$ cat src/rtl/fpc_pkg.sv
package fpc_pkg;

  localparam logic [31:0] KEY_FIRST  = 32'hAA99_6655;
  localparam logic [31:0] KEY_SECOND = 32'h5566_99AA;

  localparam int BIT_GO    = 15;
  localparam int BIT_ARM   = 14;
  localparam int BIT_ERR   = 13;
  localparam int BIT_LVERR = 12;
  localparam int BIT_LVNOW = 11;

  localparam logic [3:0] OPC_CLEAR = 4'b0000;
  localparam logic [3:0] OPC_WORD  = 4'b0001;
  localparam logic [3:0] OPC_IDLE2 = 4'b0010;
  localparam logic [3:0] OPC_ROW   = 4'b0011;
  localparam logic [3:0] OPC_PAGE  = 4'b0100;
  localparam logic [3:0] OPC_CHIP  = 4'b0101;
  localparam logic [3:0] OPC_IDLE6 = 4'b0110;

  typedef enum logic [1:0] {K_CLEAR, K_IDLEOP, K_RESV, K_FLASH} op_kind_e;
  typedef enum logic [1:0] {SQ_IDLE, SQ_QUICK, SQ_BUSY} seq_e;
  typedef enum logic [1:0] {UL_IDLE, UL_HALF, UL_OPEN} unlock_e;

endpackage

$ cat src/rtl/fpc_unlock.sv
module fpc_unlock
  import fpc_pkg::*;
#(
  parameter int UNLOCK_WIN = 4
) (
  input  logic        clk,
  input  logic        rst_n,
  input  logic        key_wr_i,
  input  logic        ctl_wr_i,
  input  logic [31:0] data_i,
  output logic        unlocked_o
);

  localparam int CW = $clog2(UNLOCK_WIN + 1);

  unlock_e        st_q;
  logic [CW-1:0]  win_q;

  always_ff @(posedge clk or negedge rst_n) begin
    if (!rst_n) begin
      st_q  <= UL_IDLE;
      win_q <= '0;
    end else if (key_wr_i) begin
      if (data_i == KEY_FIRST) begin
        st_q  <= UL_HALF;
        win_q <= '0;
      end else if (st_q == UL_HALF && data_i == KEY_SECOND) begin
        st_q  <= UL_OPEN;
        win_q <= CW'(UNLOCK_WIN);
      end else begin
        st_q  <= UL_IDLE;
        win_q <= '0;
      end
    end else if (ctl_wr_i) begin
      st_q  <= UL_IDLE;
      win_q <= '0;
    end else if (st_q == UL_OPEN) begin
      if (win_q <= CW'(1)) st_q <= UL_IDLE;
      win_q <= win_q - CW'(1);
    end
  end

  assign unlocked_o = (st_q == UL_OPEN);


  unlock_order_chk: assert property (@(posedge clk) disable iff (!rst_n)
    $rose(unlocked_o) |-> ($past(key_wr_i) && $past(data_i) == KEY_SECOND));


  unlock_close_chk: assert property (@(posedge clk) disable iff (!rst_n)
    ($past(unlocked_o) && $past(ctl_wr_i)) |-> !unlocked_o);

endmodule

$ cat src/rtl/fpc_guard.sv
module fpc_guard
  import fpc_pkg::*;
#(
  parameter int ADDR_W     = 12,
  parameter int PAGE_SHIFT = 9
) (
  input  logic [3:0]                         op_i,
  input  logic [ADDR_W-PAGE_SHIFT-1:0]       page_i,
  input  logic [(1<<(ADDR_W-PAGE_SHIFT))-1:0] prot_i,
  output op_kind_e                           kind_o,
  output logic                               blocked_o
);

  localparam int PG_W  = ADDR_W - PAGE_SHIFT;
  localparam int PAGES = 1 << PG_W;

  logic [PAGES-1:0] hit;

  for (genvar p = 0; p < PAGES; p++) begin : g_page
    assign hit[p] = prot_i[p] && (page_i == PG_W'(p));
  end

  always_comb begin
    blocked_o = 1'b0;
    kind_o    = K_RESV;
    case (op_i)
      OPC_CLEAR: kind_o = K_CLEAR;
      OPC_IDLE2,
      OPC_IDLE6: kind_o = K_IDLEOP;
      OPC_WORD,
      OPC_ROW,
      OPC_PAGE: begin
        kind_o    = K_FLASH;
        blocked_o = |hit;
      end
      OPC_CHIP: begin
        kind_o    = K_FLASH;
        blocked_o = |prot_i;
      end
      default: kind_o = K_RESV;
    endcase
  end


  always_comb begin
    guard_chip_chk: assert (!(op_i == OPC_CHIP && prot_i != '0) || blocked_o);
  end

endmodule

$ cat src/rtl/fpc_array_model.sv
module fpc_array_model
  import fpc_pkg::*;
#(
  parameter int WORD_LAT = 4,
  parameter int ROW_LAT  = 8,
  parameter int PAGE_LAT = 12,
  parameter int CHIP_LAT = 20
) (
  input  logic       clk,
  input  logic       rst_n,
  input  logic       start_i,
  input  logic [3:0] op_i,
  output logic       done_o
);

  localparam int CW = $clog2(CHIP_LAT + 1);

  logic [CW-1:0] cnt_q;
  logic [CW-1:0] lat;
  logic          busy_q;
  logic          done_q;

  always_comb begin
    case (op_i)
      OPC_WORD: lat = CW'(WORD_LAT);
      OPC_ROW:  lat = CW'(ROW_LAT);
      OPC_PAGE: lat = CW'(PAGE_LAT);
      OPC_CHIP: lat = CW'(CHIP_LAT);
      default:  lat = CW'(1);
    endcase
  end

  always_ff @(posedge clk or negedge rst_n) begin
    if (!rst_n) begin
      cnt_q  <= '0;
      busy_q <= 1'b0;
      done_q <= 1'b0;
    end else begin
      done_q <= 1'b0;
      if (start_i) begin
        busy_q <= 1'b1;
        cnt_q  <= lat;
      end else if (busy_q) begin
        if (cnt_q <= CW'(1)) begin
          busy_q <= 1'b0;
          done_q <= 1'b1;
        end
        cnt_q <= cnt_q - CW'(1);
      end
    end
  end

  assign done_o = done_q;


  start_overlap_chk: assert property (@(posedge clk) disable iff (!rst_n)
    start_i |-> !busy_q);

endmodule

$ cat src/rtl/flash_prog_ctl.sv
module flash_prog_ctl
  import fpc_pkg::*;
#(
  parameter int ADDR_W     = 12,
  parameter int PAGE_SHIFT = 9,
  parameter int UNLOCK_WIN = 4,
  parameter int WORD_LAT   = 4,
  parameter int ROW_LAT    = 8,
  parameter int PAGE_LAT   = 12,
  parameter int CHIP_LAT   = 20
) (
  input  logic                                clk,
  input  logic                                rst_n,
  input  logic                                reg_wr,
  input  logic                                reg_sel,
  input  logic [31:0]                         reg_wdata,
  output logic [31:0]                         reg_rdata,
  input  logic [ADDR_W-1:0]                   nvm_addr,
  input  logic [(1<<(ADDR_W-PAGE_SHIFT))-1:0] prot_mask,
  input  logic                                lv_in,
  output logic                                flash_start,
  output logic [3:0]                          flash_op,
  output logic [ADDR_W-1:0]                   flash_addr
);

  logic ctl_wr;
  logic key_wr;
  assign ctl_wr = reg_wr && !reg_sel;
  assign key_wr = reg_wr && reg_sel;

  logic              go_q, arm_q, err_q, lverr_q, lvnow_q, lv_seen_q;
  logic              pend_err_q, pend_clr_q, fl_start_q;
  logic [3:0]        opsel_q, fl_op_q;
  logic [ADDR_W-1:0] fl_addr_q;
  seq_e              st_q;

  logic     unlocked;
  logic     blocked;
  logic     fl_done;
  op_kind_e kind;

  fpc_unlock #(.UNLOCK_WIN(UNLOCK_WIN)) u_unlock (
    .clk        (clk),
    .rst_n      (rst_n),
    .key_wr_i   (key_wr),
    .ctl_wr_i   (ctl_wr),
    .data_i     (reg_wdata),
    .unlocked_o (unlocked)
  );

  fpc_guard #(.ADDR_W(ADDR_W), .PAGE_SHIFT(PAGE_SHIFT)) u_guard (
    .op_i      (opsel_q),
    .page_i    (nvm_addr[ADDR_W-1:PAGE_SHIFT]),
    .prot_i    (prot_mask),
    .kind_o    (kind),
    .blocked_o (blocked)
  );

  fpc_array_model #(
    .WORD_LAT (WORD_LAT),
    .ROW_LAT  (ROW_LAT),
    .PAGE_LAT (PAGE_LAT),
    .CHIP_LAT (CHIP_LAT)
  ) u_array (
    .clk     (clk),
    .rst_n   (rst_n),
    .start_i (fl_start_q),
    .op_i    (fl_op_q),
    .done_o  (fl_done)
  );

  logic accept;
  logic lv_hit;
  assign accept = ctl_wr && reg_wdata[BIT_GO] && arm_q && unlocked && !go_q;
  assign lv_hit = lv_in && arm_q;

  always_ff @(posedge clk or negedge rst_n) begin
    if (!rst_n) begin
      go_q       <= 1'b0;
      arm_q      <= 1'b0;
      err_q      <= 1'b0;
      lverr_q    <= 1'b0;
      lvnow_q    <= 1'b0;
      lv_seen_q  <= 1'b0;
      pend_err_q <= 1'b0;
      pend_clr_q <= 1'b0;
      fl_start_q <= 1'b0;
      opsel_q    <= '0;
      fl_op_q    <= '0;
      fl_addr_q  <= '0;
      st_q       <= SQ_IDLE;
    end else begin
      lvnow_q    <= lv_hit;
      fl_start_q <= 1'b0;
      if (ctl_wr) begin
        arm_q <= reg_wdata[BIT_ARM];
        if (!arm_q) opsel_q <= reg_wdata[3:0];
      end
      case (st_q)
        SQ_IDLE: begin
          if (accept) begin
            go_q      <= 1'b1;
            fl_op_q   <= opsel_q;
            fl_addr_q <= nvm_addr;
            if (kind == K_FLASH && !blocked) begin
              st_q       <= SQ_BUSY;
              fl_start_q <= 1'b1;
              lv_seen_q  <= 1'b0;
            end else begin
              st_q       <= SQ_QUICK;
              pend_clr_q <= (kind == K_CLEAR);
              pend_err_q <= (kind == K_RESV) || (kind == K_FLASH && blocked);
            end
          end
        end
        SQ_QUICK: begin
          go_q <= 1'b0;
          st_q <= SQ_IDLE;
          if (pend_clr_q) begin
            err_q   <= 1'b0;
            lverr_q <= 1'b0;
          end
          if (pend_err_q) err_q <= 1'b1;
        end
        SQ_BUSY: begin
          if (lv_hit) begin
            lv_seen_q <= 1'b1;
            lverr_q   <= 1'b1;
          end
          if (fl_done) begin
            go_q <= 1'b0;
            st_q <= SQ_IDLE;
            if (lv_seen_q || lv_hit) err_q <= 1'b1;
          end
        end
        default: st_q <= SQ_IDLE;
      endcase
    end
  end

  always_comb begin
    reg_rdata            = '0;
    reg_rdata[BIT_GO]    = go_q;
    reg_rdata[BIT_ARM]   = arm_q;
    reg_rdata[BIT_ERR]   = err_q;
    reg_rdata[BIT_LVERR] = lverr_q;
    reg_rdata[BIT_LVNOW] = lvnow_q;
    reg_rdata[3:0]       = opsel_q;
  end

  assign flash_start = fl_start_q;
  assign flash_op    = fl_op_q;
  assign flash_addr  = fl_addr_q;


  go_needs_arm_chk: assert property (@(posedge clk) disable iff (!rst_n)
    $rose(go_q) |-> $past(arm_q));


  opsel_hold_chk: assert property (@(posedge clk) disable iff (!rst_n)
    $past(arm_q) |-> $stable(opsel_q));


  done_while_busy_chk: assert property (@(posedge clk) disable iff (!rst_n)
    fl_done |-> (go_q && st_q == SQ_BUSY));


  busy_hold_chk: assert property (@(posedge clk) disable iff (!rst_n)
    ($past(st_q == SQ_BUSY) && !$past(fl_done)) |-> go_q);


  lvnow_arm_chk: assert property (@(posedge clk) disable iff (!rst_n)
    !$past(arm_q) |-> !lvnow_q);

endmodule

$ cat config.mk
export PLATFORM = sky130hd
export DESIGN_NAME = flash_prog_ctl
export DESIGN_NICKNAME = d
export VERILOG_FILES = /design/src/rtl/fpc_pkg.sv /design/src/rtl/fpc_unlock.sv /design/src/rtl/fpc_guard.sv /design/src/rtl/fpc_array_model.sv /design/src/rtl/flash_prog_ctl.sv
export SDC_FILE = /design/constraint.sdc
export NUM_CORES = 1
export LEC_CHECK = 0
export BUFFER_PORTS_ARGS = -buffer_cell sky130_fd_sc_hd__buf_2
export CORE_AREA = 2 2 75 77
export DETAILED_ROUTE_END_ITERATION = 7
export DIE_AREA = 0 0 77 79
export GPL_TIMING_DRIVEN = 1
export HOLD_SLACK_MARGIN = 0.03
export PLACE_DENSITY = 0.79
export SLEW_MARGIN = 25
export SYNTH_ARGS = -nofsm -noshare
export SYNTH_HDL_FRONTEND = slang
export SYNTH_SLANG_ARGS = --single-unit
$ cat constraint.sdc
create_clock -name clk -period 2.2 [get_ports clk]
set_input_delay 0.11 -clock clk [delete_from_list [all_inputs] [get_ports clk]]
set_output_delay 0.11 -clock clk [all_outputs]
set_load 0.03 [all_outputs]
==> run_results.csv <==
group,metric,value,unit
clock_network,cts_max_path_buffers,2,
placed_design,hpwl,3.99,mm
timing,rsz0062_at_grt,"no",
setup_path,cp.arrival,1.95,ns
cells_and_area,fillCellCount,478,
cells_and_area,area_growth_syn_to_layout,19.1,%
floorplan,dieWidth,77,µm
logic_synthesis,synth_mux_area_share,11.4,%
logic_synthesis,synth_warnings,0,
drt,drt_iter0_drc,96,
placed_design,dpl_cell_area,2850,µm²
grt,overflow,0,
clock_network,ctsHtreeMaxLevel,2,
min_path,worstHoldPathCells,2,
floorplan,ioPinCount,106,
drt,drt-total-wl,4.92,mm
drt,ant_nets,0,
clock_network,path_clk_slew,0.08,ns
timing,hold_viol,0,
drt,dr.max_layer_used,"met4",
power_and_ir_drop,power,1630,µW
logic_synthesis,synth-main-ff-cell,"dfrtp_1",
logic_synthesis,synthCells,235,
grt,grt_pass1_wl,8.57,mm
clock_network,clk_latency,0.29,ns
clock_network,cts.sinks,43,
grt,grt_pass1_vias,1875,
timing,setup-violations-final,0,
timing,tns,0,ns
drt,drt_first_pass_iters,4,
setup_path,r2r-end,"pend_clr_q",
timing,skew,0.00393,ns
clock_network,clockRootBuffer,"clkbuf_8",
min_path,worstHoldStart,"nvm_addr[1]",
drt,vias,1979,
logic_synthesis,synth_edf_count,0,
drt,drc_errors,0,
setup_path,end_kind,"flip-flop",
timing,final_max_slew_viol_count,0,
timing,fin_crit_sh,80.1,%
setup_path,worst-path-max-fanout,7,
setup_path,r2r_slack,0.44,ns
run,drv_cap,0,
timing,min_period,1.76,ns
logic_synthesis,synth.distinct_cells,48,
setup_path,cp.required,2.38,ns
logic_synthesis,async_reset_ff_share,100,%
cells_and_area,final_cells,391,
power_and_ir_drop,ir_drop,470,µV
logic_synthesis,synth_compound_area_share,11.0,%
cells_and_area,diodes,0,
drt,wl_per_cell,12.6,µm
floorplan,rows,27,
grt,antenna_found_initial,0,
placed_design,gp_congestion,0.866,
power_and_ir_drop,powerDensity,550,nW/µm²
cells_and_area,drive_gt1_share,35.4,%
setup_path,crit_start,"opsel_q[0]",
logic_synthesis,synth_area,2490,µm²
floorplan,start_util,46.6,%
grt,grt_max_degree,30,
logic_synthesis,synth-seq-cells,43,
logic_synthesis,yosysSeqAreaShare,43.3,%
min_path,min_to,"flash_addr[1]",
outcome,status,"complete, no violations",
setup_path,regToRegStartpoint,"opsel_q[0]",
cells_and_area,final_common_cell,"buf_2",
cells_and_area,finish.net_count,383,
floorplan,core_area,5340,µm²
clock_network,numCtsBuffers,5,
placed_design,port_buffers,82,
setup_path,crit_type,"flip-flop to flip-flop",
placed_design,dp.cells,380,
cells_and_area,fin_area,2960,µm²
timing,fmax,568,MHz
floorplan,die_area,6080,µm²
logic_synthesis,synthAdderAreaFrac,4.02,%
power_and_ir_drop,p_leak,0.00152,µW
drt,wl_met1,2.13,mm
min_path,hp-class,"primary input to flip-flop",
drt,wl_met2,2.44,mm
logic_synthesis,yosys.area_share.xor_xnor,1.06,%
drt,wl_met3,253,µm
logic_synthesis,synth_top_family_by_area,"simple AND/OR/NAND/NOR gates",
grt,gr-usage-all-layers,17.3,%
clock_network,cts_tree,"built",
logic_synthesis,synth_area_per_cell,10.6,µm²
setup_path,r2r_cells,5,
clock_network,cts_resized,0,
floorplan,fp.dieH,79,µm
drt,vias_per_cell,5.06,
setup_path,start_kind,"flip-flop",
cells_and_area,layout_common_cells,"buf_2 (82), dfrtp_1 (43), conb_1 (23)",
logic_synthesis,synthSimpleGateAreaFrac,17.8,%
## per-layer routing
layer / vias up / track usage [%]
met3: 8 / 1.82
met1: 940 / 21.9
met2: 62 / 29.8
li1: 969 / -
met4: 0 / 8.04
met5: - / 0
## what timing repair did
action,4_1_cts,5_1_grt
hold endpoints to repair,16,0
buffers inserted,0,0
hold buffers,3,0
## cell usage after synthesis (all sizes together), types with 4 or more instances
cell type | number | area [µm²]
nand2b | 5 | 31.3
nor3 | 6 | 30.0
mux2 | 18 | 206
o22a | 7 | 61.3
mux2i | 5 | 53.8
nand2 | 9 | 33.8
o21ai | 12 | 60.1
a31oi | 6 | 37.5
dfrtp | 43 | 1080
nor4bb | 8 | 80.1
buf | 30 | 226
nor2 | 16 | 60.1
inv | 12 | 45.0
nor4 | 6 | 43.8
ha | 8 | 100
a21oi | 4 | 20.0
## report_power, final
group	internal, µW	switching, µW
logic	106	190
registers	814	34.4
clock network	222	264
## stage by stage
step	util [%]	hold WS (ns)	setup slack, ns
3_3_place_gp	53.4	0.0391	0.493
4_1_cts	55.5	0.0315	0.453
2_1_floorplan	-	-0.186	0.413
6_report	55.5	0.0458	0.439
3_5_place_dp	53.4	0.0421	0.456
5_1_grt	55.5	0.0329	0.340
## worst max-delay path by stage
stage	endpoint	slack [ns]	cells after the start
6_report	pend_clr_q	0.44	5
5_1_grt	flash_addr[0]	0.34	5
4_1_cts	pend_clr_q	0.45	5
3_5_place_dp	pend_clr_q	0.46	5
3_3_place_gp	pend_clr_q	0.49	6
2_1_floorplan	pend_clr_q	0.41	5
## flip-flops by register name, indices dropped and copies added (netlist names), 2 cells and up
register and cells:
u_array.cnt_q 5, flash_op 4, st_q 2, opsel_q 4
u_unlock.win_q 3, u_unlock.st_q 2, flash_addr 12
## critical path, cell delays in order, from the launching register on
cell and delay [ns]:
dfrtp_1 0.44, nor3b_1 0.16, a31oi_1 0.21, mux2i_2 0.33
and2b_4 0.22, mux2_4 0.29
## layout make-up
class	instances	area, µm²	share of cell area, %
clock inverters	2	12.5	0.422
multi-input cells	169	1210	40.9
clock buffers	6	72.6	2.45
well taps	72	90.1	3.04
flip-flops and latches	43	1080	36.3
inverters	12	45.0	1.52
repair buffers	87	455	15.4
## kinds of logic (layout without fill, tap and decap cells)
kind of cell | Yosys count | in the layout
mux | 24 | 24
compound gates | 40 | 40
simple gates | 71 | 71
buf+inv | 45 | 107
flops | 43 | 43
xor+xnor | 3 | 3
fa+ha+maj | 8 | 8
other cells | 1 | 23
No activity file was read; power rests on OpenSTA's default activity.
